**src/rtl/rmq_pkg.sv**
```systemverilog
// Shared types for the function readiness message queue.
// Assumes the decoder upstream already maps message codes onto msg_kind_e.
package rmq_pkg;
    parameter int FID_W = 16;
    parameter int RSN_W = 4;

    typedef enum logic [1:0] {
        MSG_NONE       = 2'b00,
        MSG_FUNC_READY = 2'b01,
        MSG_DEV_READY  = 2'b10,
        MSG_RSVD       = 2'b11
    } msg_kind_e;

    typedef struct packed {
        logic [FID_W-1:0] func_id;
        logic [RSN_W-1:0] reason;
    } rdy_entry_t;
endpackage

```
**src/rtl/rmq_decode.sv**
```systemverilog
// Classifies an incoming event by its kind code.
// Assumes at most one event per cycle; unknown kinds assert no output.
module rmq_decode
    import rmq_pkg::*;
(
    input  logic       evt_valid,
    input  logic [1:0] evt_kind,
    output logic       is_func,
    output logic       is_dev
);
    msg_kind_e kind;

    // Map the raw code onto the enumerated kind and qualify with valid.
    always_comb begin
        kind    = msg_kind_e'(evt_kind);
        is_func = evt_valid && (kind == MSG_FUNC_READY);
        is_dev  = evt_valid && (kind == MSG_DEV_READY);
    end
endmodule

```
**src/rtl/rmq_store.sv**
```systemverilog
// Circular entry store with occupancy count.
// Assumes the caller discards pushes while full; a pop in the same cycle
// does not make room for a push (full is judged on the current count).
module rmq_store
    import rmq_pkg::*;
#(
    parameter int DEPTH = 8,
    localparam int CW   = $clog2(DEPTH + 1),
    localparam int PW   = (DEPTH > 1) ? $clog2(DEPTH) : 1
) (
    input  logic          clk,
    input  logic          rst_n,
    input  logic          push,
    input  rdy_entry_t    wdata,
    input  logic          pop,
    output rdy_entry_t    head,
    output logic [CW-1:0] count,
    output logic          full,
    output logic          empty
);
    rdy_entry_t    mem [DEPTH];
    logic [PW-1:0] wr_ptr, rd_ptr;
    logic          do_push, do_pop;

    function automatic logic [PW-1:0] ptr_next(input logic [PW-1:0] p);
        return (p == PW'(DEPTH - 1)) ? '0 : p + 1'b1;
    endfunction

    // Accept flags from current occupancy.
    always_comb begin
        full    = (count == CW'(DEPTH));
        empty   = (count == '0);
        do_push = push && !full;
        do_pop  = pop && !empty;
        head    = mem[rd_ptr];
    end

    // Pointer and occupancy update.
    always_ff @(posedge clk) begin
        if (!rst_n) begin
            wr_ptr <= '0;
            rd_ptr <= '0;
            count  <= '0;
        end else begin
            if (do_push) wr_ptr <= ptr_next(wr_ptr);
            if (do_pop)  rd_ptr <= ptr_next(rd_ptr);
            count <= count + CW'(do_push) - CW'(do_pop);
        end
    end

    // Entry storage write.
    always_ff @(posedge clk) begin
        if (do_push) mem[wr_ptr] <= wdata;
    end


    push_count_chk: assert property (@(posedge clk) disable iff (!rst_n)
        (push && !full && !pop) |=> (count == $past(count) + 1'b1));

    empty_pop_chk: assert property (@(posedge clk) disable iff (!rst_n)
        (pop && empty && !push) |=> (count == '0));

    full_hold_chk: assert property (@(posedge clk) disable iff (!rst_n)
        (push && full && !pop) |=> full);
endmodule

```
**src/rtl/rmq_dev_track.sv**
```systemverilog
// Tracks device-ready events on the downstream port: sticky flag,
// presence status and optional conversion into a notification or interrupt.
// Assumes dev_evt is a single-cycle qualified strobe.
module rmq_dev_track (
    input  logic       clk,
    input  logic       rst_n,
    input  logic       dev_evt,
    input  logic       clr,
    input  logic       port_present,
    input  logic       conv_en,
    input  logic       conv_irq_mode,
    output logic       rcvd,
    output logic [1:0] presence,
    output logic       fwd_pulse,
    output logic       int_pulse
);
    // Sticky received bit; a new event wins over a clear.
    always_ff @(posedge clk) begin
        if (!rst_n)       rcvd <= 1'b0;
        else if (dev_evt) rcvd <= 1'b1;
        else if (clr)     rcvd <= 1'b0;
    end

    // One-cycle conversion pulses steered by the mode bit.
    always_ff @(posedge clk) begin
        if (!rst_n) begin
            fwd_pulse <= 1'b0;
            int_pulse <= 1'b0;
        end else begin
            fwd_pulse <= dev_evt && conv_en && !conv_irq_mode;
            int_pulse <= dev_evt && conv_en &&  conv_irq_mode;
        end
    end

    // Presence status: absent, present, or present with ready seen.
    always_comb begin
        if (!port_present) presence = 2'b00;
        else if (rcvd)     presence = 2'b11;
        else               presence = 2'b01;
    end


    conv_excl_chk: assert property (@(posedge clk) disable iff (!rst_n)
        $onehot0({fwd_pulse, int_pulse}));

    rcvd_set_chk: assert property (@(posedge clk) disable iff (!rst_n)
        dev_evt |=> rcvd);

    conv_off_chk: assert property (@(posedge clk) disable iff (!rst_n)
        (dev_evt && !conv_en) |=> !(fwd_pulse || int_pulse));
endmodule

```
**src/rtl/ready_msg_queue.sv**
```systemverilog
// Function readiness message queue: stores function-ready entries,
// serves them through a registered pop interface, raises a level interrupt
// while non-empty, flags overflow, and tracks device-ready events.
// Assumes one event per cycle and DEPTH within 1..4095.
module ready_msg_queue
    import rmq_pkg::*;
#(
    parameter int DEPTH = 8,
    localparam int CW   = $clog2(DEPTH + 1)
) (
    input  logic             clk,
    input  logic             rst_n,
    input  logic             evt_valid,
    input  logic [1:0]       evt_kind,
    input  logic [FID_W-1:0] evt_func_id,
    input  logic [RSN_W-1:0] evt_reason,
    input  logic             pop_req,
    input  logic             ovf_clr,
    input  logic             irq_en,
    input  logic             port_present,
    input  logic             dev_rcvd_clr,
    input  logic             conv_en,
    input  logic             conv_irq_mode,
    output logic             pop_valid,
    output logic [FID_W-1:0] pop_func_id,
    output logic [RSN_W-1:0] pop_reason,
    output logic [CW-1:0]    q_count,
    output logic             q_overflow,
    output logic             irq,
    output logic             dev_rcvd,
    output logic [1:0]       dev_presence,
    output logic             fwd_ready,
    output logic             dev_int
);
    generate
        if (DEPTH < 1 || DEPTH > 4095) begin : g_bad_depth
            $error("DEPTH out of range 1..4095");
        end
    endgenerate

    logic       is_func, is_dev, full, empty;
    rdy_entry_t wdata, head;

    rmq_decode u_dec (
        .evt_valid (evt_valid),
        .evt_kind  (evt_kind),
        .is_func   (is_func),
        .is_dev    (is_dev)
    );

    // Pack the incoming entry fields.
    always_comb begin
        wdata.func_id = evt_func_id;
        wdata.reason  = evt_reason;
    end

    rmq_store #(.DEPTH(DEPTH)) u_store (
        .clk   (clk),
        .rst_n (rst_n),
        .push  (is_func),
        .wdata (wdata),
        .pop   (pop_req),
        .head  (head),
        .count (q_count),
        .full  (full),
        .empty (empty)
    );

    // Registered pop response: valid only when an entry was there.
    always_ff @(posedge clk) begin
        if (!rst_n) begin
            pop_valid   <= 1'b0;
            pop_func_id <= '0;
            pop_reason  <= '0;
        end else begin
            pop_valid <= pop_req && !empty;
            if (pop_req && !empty) begin
                pop_func_id <= head.func_id;
                pop_reason  <= head.reason;
            end
        end
    end

    // Sticky overflow; a new overflow wins over the clear.
    always_ff @(posedge clk) begin
        if (!rst_n)                q_overflow <= 1'b0;
        else if (is_func && full)  q_overflow <= 1'b1;
        else if (ovf_clr)          q_overflow <= 1'b0;
    end

    // Level interrupt from occupancy.
    always_comb irq = irq_en && !empty;

    rmq_dev_track u_dev (
        .clk           (clk),
        .rst_n         (rst_n),
        .dev_evt       (is_dev),
        .clr           (dev_rcvd_clr),
        .port_present  (port_present),
        .conv_en       (conv_en),
        .conv_irq_mode (conv_irq_mode),
        .rcvd          (dev_rcvd),
        .presence      (dev_presence),
        .fwd_pulse     (fwd_ready),
        .int_pulse     (dev_int)
    );


    ovf_set_chk: assert property (@(posedge clk) disable iff (!rst_n)
        (is_func && full) |=> q_overflow);

    irq_drop_chk: assert property (@(posedge clk) disable iff (!rst_n)
        (q_count == CW'(1) && pop_req && !is_func) |=> !irq);

    unknown_kind_chk: assert property (@(posedge clk) disable iff (!rst_n)
        (evt_valid && (evt_kind == 2'b00 || evt_kind == 2'b11) && !pop_req)
        |=> $stable(q_count));

    pop_resp_chk: assert property (@(posedge clk) disable iff (!rst_n)
        (pop_req && q_count != '0) |=> pop_valid);
endmodule

```
**config.mk**
```make
export PLATFORM = sky130hd
export DESIGN_NAME = ready_msg_queue
export DESIGN_NICKNAME = d
export VERILOG_FILES = /design/src/rtl/rmq_pkg.sv /design/src/rtl/rmq_decode.sv /design/src/rtl/rmq_store.sv /design/src/rtl/rmq_dev_track.sv /design/src/rtl/ready_msg_queue.sv
export SDC_FILE = /design/constraint.sdc
export NUM_CORES = 1
export LEC_CHECK = 0
export BUFFER_PORTS_ARGS = -buffer_cell sky130_fd_sc_hd__buf_4
export CAP_MARGIN = 25
export CORE_UTILIZATION = 60
export CTS_CLUSTER_DIAMETER = 50
export DETAILED_ROUTE_END_ITERATION = 10
export PLACE_DENSITY = 0.91
export SLEW_MARGIN = 20
export SYNTH_ARGS = -nofsm -noshare
export SYNTH_HDL_FRONTEND = slang
export SYNTH_HIERARCHICAL = 1
export SYNTH_SLANG_ARGS = --single-unit
```
**constraint.sdc**
```tcl
create_clock -name clk -period 6.2 [get_ports clk]
set_input_delay 0.31 -clock clk [delete_from_list [all_inputs] [get_ports clk]]
set_output_delay 0.31 -clock clk [all_outputs]
set_load 0.01 [all_outputs]
```
After elaboration in Yosys (flattened, before gate mapping)
Memory sizes are Yosys's and may differ from the RTL's. A register that Yosys moved wholly into a read port is not among the register bits.
Index checks and enable logic that the tools add are counted.

storage, ports and cells
  memory bits (writable) = 160
  output and inout port bits = 32
  word-level logic and storage cells = 44
  memories = 1
  input bits = 32
  register bits = 15

memory list
  name         depth  width  read ports  clocked after memory_dff  write ports  RTL line         RTL
  u_store.mem  8      20     1           1                         1            rmq_store.sv:21  rdy_entry_t mem [DEPTH];

cells by class
  muxes and demuxes = 10
  reductions and logical operators = 16
  eq/ne operators = 5
  $add $sub $neg = 4

operators with widths
  cell                                                                    count
  1-bit logical AND                                                       9
  3-bit by 1-bit adder with 3-bit output (second input constant)          2
  3-bit equality test (second input constant)                             2
  1-bit two-way mux                                                       6
  3-bit two-way mux                                                       2
  4-bit by 1-bit adder with 4-bit output                                  1
  4-bit equality test (second input constant)                             1
  1-bit logical NOT                                                       4
  4-bit logical NOT                                                       1
  2-bit two-way mux                                                       2
  2-bit nonzero test                                                      2
  4-bit by 1-bit subtractor with 4-bit output                             1
  2-bit by 1-bit equality test with 1-bit output (second input constant)  1
  2-bit equality test (second input constant)                             1

Depth between registers and ports, before layout
  word-level depth = 5
  depth in mapped cells = 12
  gate-level depth less buffers = 11

Hierarchy
Netlist, hierarchy kept.

by module, submodules not included
  module           seq. area each (um^2)  cells an instance  area each (um^2)  instances
  rmq_store        5064.9                 310                6860.3            1
  ready_msg_queue  440.4                  96                 898.4             1
  rmq_dev_track    60.1                   11                 112.6             1
  rmq_decode       0.0                    2                  17.5              1

Least setup slack after synthesis
Ideal clock, no wire load.

  kind = reg-to-reg
  from = register u_store.count[2]
  to = memory u_store/mem[0][0] (netlist bit) (enable)
  cell stages (with the launch flop) = 6
  setup time = 0.448 ns
  data arrival time = 2.972 ns
  period minus slack after synthesis = 3.420 ns
  buffers on the path = 0
  required time = 5.752 ns
  slack = 2.780 ns
  cells stage by stage = dfxtp_1 > inv_1 > ha_1 > or3b_1 > nand2_1 > nor4_1

on the way
  word-level cells in the longest chain between the ends = 5

ends and longest elaborated chain
  item                                     RTL line         RTL
  start: declaration                       rmq_store.sv:17  output logic [CW-1:0] count,
  start signal: assignment                 rmq_store.sv:47  count <= count + CW'(do_push) - CW'(do_pop);
  4-bit equality test                      rmq_store.sv:31  full = (count == CW'(DEPTH));
  1-bit logical NOT                        rmq_store.sv:33  do_push = push && !full;
  1-bit logical AND                        rmq_store.sv:33
  1-bit two-way mux                        rmq_store.sv:53  if (do_push) mem[wr_ptr] <= wdata;
  1-bit two-way mux (implied by the code)  rmq_store.sv:53
  end: declaration                         rmq_store.sv:21

Every way passes these cells.

Final worst setup path
  from = register u_store.count[2]
  to = register u_store.count[2]

on the way
  word-level cells in the longest chain between the ends = 5
  elaborated cells on any way between the ends = 8
  those cells by class = add/sub (2); eq/ne (1); reduce/logical (5)

ends and longest elaborated chain
  item                                             RTL line
  4-bit equality test                              rmq_store.sv:31
  1-bit logical NOT                                rmq_store.sv:33
  1-bit logical AND                                rmq_store.sv:33
  4-bit by 1-bit adder with 4-bit output           rmq_store.sv:47
  4-bit by 1-bit subtractor with 4-bit output (*)  rmq_store.sv:47

Every way passes the cells marked *; elsewhere a longest branch is shown, timed or not.
A chain may end at the register's enable or synchronous reset.

==> run metrics <==
post-synthesis mux area share 0.195; MaxCap Viol Count 0; CP top delay family adder cells; initial antenna violation count 0; Crit. Startpoint u_store/count[2]; Hold WC Path Type input pin to flop; unrepaired setup endpoints after global routing false; sequential area share after synthesis 0.705; largest family of logic cells by synthesized area multiplexers; clk buf depth 2; FF-to-FF End u_store/count[2]; DP HPWL about 8400 um; worst flop-to-flop path startpoint u_store/count[2]; Power Dens Cells between 300 and 400 nW/um2; CP Capture Type flop; drt wl/cell between 20 and 25 um; worst path cell trace inv_1, ha_1, or3b_1, nand2_1, ha_1, inv_1, ha_1, inv_1, fa_1, xnor2_1, and2_1; Synth Instances about 420; Reg2Reg Setup Slack roughly 3500 ps; drt drc 0; final setup vio count 0; critical path required time 6520 ps; DIE AREA between 10000 and 15000 um2; crit path DAT about 3000 ps; register bit total from synthesis just under 200; GRT Util Overall 0.247; count of cell types in the netlist 34; worst setup path end u_store/count[2]; Crit Path Category flop to flop; Initial Util 0.620; Die Span X around 120 um; compound-gate portion of the synthesized area 0.00349; die extent in y around 120 um; reg2reg path depth 11; ant diodes 0; global route overflow 0; Net count, final between 500 and 600; Slowest cell on crit path or3b_1; Pre-Repair DR Iteration Count 4; CTS resizes 0; post-synth top area cell edfxtp_1; drt total wl roughly 15000 um; WP buf/inv 3; min cycle time layout approximately 2700 ps; Post-synth EDFFs 160; most common flop cell mapped by yosys edfxtp_1; status completed; path length in cells of the critical path 11; clock sink count 198; layout cells sized above 1 0.270; yosys warns 6; leakage dissipation about 3.3 nW; post-synthesis adder-cell area fraction 0.0184; Peak VDD IR 0.240 mV; measured slew at the worst slew-check pin 829 ps; total power roughly 3.3 mW; Post-CTS Setup Inserts 0; cell types occupying the most area after synthesis edfxtp_1 (61%), mux4_1 (13%), dfxtp_1 (9.6%); num ports 64; H-tree levels 4; CTS Hold Bufs 0; Startpoint Class flop; number of buffers created by CTS 17; Place WS 3560 ps; setup TNS after final layout 0 ps; DR iter-0 viols ~340; vias in the first global route roughly 4000; xor and xnor area share after synthesis 0.00111; fmax around 370 MHz; worst hold path depth 2; CTS clk-pin slew, worst paths roughly 60 ps; area grow syn2layout 16.1%; clk_skew between 9 and 10 ps; area post-placement 8520 um2; design area 9160 um2; synthesized area per cell 18.8 um2; crit-path max cell delay a little over 400 ps; final worst hold slack around 48 ps; largest net degree at the start of global routing 62; port bufs 63; CP Max Fanout 8; Mapped Area about 8000 um2; Tcrit/Tclk final 0.433; final estimated routing congestion in global placement a little under 0.8; core region area around 13000 um2; setup ws final between 3000 and 4000 ps; CTS tree done; Synth top area share 0.609; Clock Root Buffer clkbuf_16; Post-Synth Simple-Gate Area 0.0508; Final Hold Viols 0; hold path startpoint conv_irq_mode; first-pass GRT wire length 23000 um; Core Rows a little over 40; syn_nets roughly 460; vias just under 4000; Final Max Tran Viols 0; later-pin clock latency in the skew report 430 ps; Async SR Flop Fraction 0; via/cell ratio around 6; Post-DRT Antenna Nets 0; max_slew headroom 0.445; Filler Cells Inserted 781
-- synth_stat cells (6+ instances only) --
library cell	instances
edfxtp_1	160
nand2_1	55
dfxtp_1	38
mux4_1	38
mux2i_1	27
mux2_2	20
ha_1	10
buf_2	8
inv_1	8
nor2_1	7
buf_6	6
clkbuf_1	6
-- final cells by class --
class / instances / area [um2] / area share
sequential: 198 / 5570 / 0.608
inverter: 8 / 30.0 / 0.00328
clock buffer: 19 / 433 / 0.0473
tap: 172 / 215 / 0.0235
timing repair buffer: 75 / 563 / 0.0615
clock inverter: 13 / 204 / 0.0223
multi-input combinational: 190 / 2150 / 0.235
-- sequential cells by signal, indices dropped and copies added (netlist names), named ones only --
signal           cells
pop_func_id         16
pop_reason           4
pop_valid            1
q_overflow           1
u_dev/fwd_pulse      1
u_dev/int_pulse      1
u_dev/rcvd           1
u_store/count        4
u_store/mem        160
u_store/rd_ptr       3
u_store/wr_ptr       3
-- where the power goes --
part	total [mW]	internal [mW]	switching, mW
clock	1.18	0.716	0.464
combinational	0.576	0.298	0.278
sequential	1.55	1.51	0.0391
-- metal layers --
| layer | vias to the layer above | track usage | routed length, um |
|---|---|---|---|
| met2 | 153 | 0.413 | 8020 |
| met3 | 19 | 0.0586 | 1010 |
| met5 | - | 0 | 0 |
| met4 | 0 | 0.105 | 250 |
| li1 | 1783 | - | - |
| met1 | 2000 | 0.314 | 6040 |
-- metrics by stage --
step                       util  std cells
after floorplan               -        419
after global placement    0.670        643
after detailed placement  0.670        643
after CTS                 0.720        675
after global routing      0.720        675
final                     0.720        675
-- logic make-up after synthesis --
logic type,Yosys count
DFF,198
buffers and inverters,31
and+or+nand+nor,87
AOI/OAI and AO/OA,4
muxes,87
adders and majority gates,11
xor gates and xnor gates,1
-- worst min path at each step --
stage | slack, ps | end
5_1_grt | 30 | u_dev/fwd_pulse
4_1_cts | 30 | u_dev/fwd_pulse
3_5_place_dp | 450 | pop_func_id[7]
3_3_place_gp | 450 | pop_func_id[14]
6_report | 50 | u_dev/fwd_pulse
2_1_floorplan | 380 | u_dev/fwd_pulse
-- cell usage in the layout, fill, tap and decap left out, drive strengths merged, types with 2 or more instances in the layout --
master	count
edfxtp	160
nand3	2
mux4	40
nor2b	5
inv	10
nand2	55
clkbuf	19
buf	75
mux2i	27
and3b	2
nor3	4
nor2	7
mux2	20
nand2b	4
clkinv	5
dfxtp	38
ha	10
bufinv	5
and2	4
(Power assumes the default switching activity.)
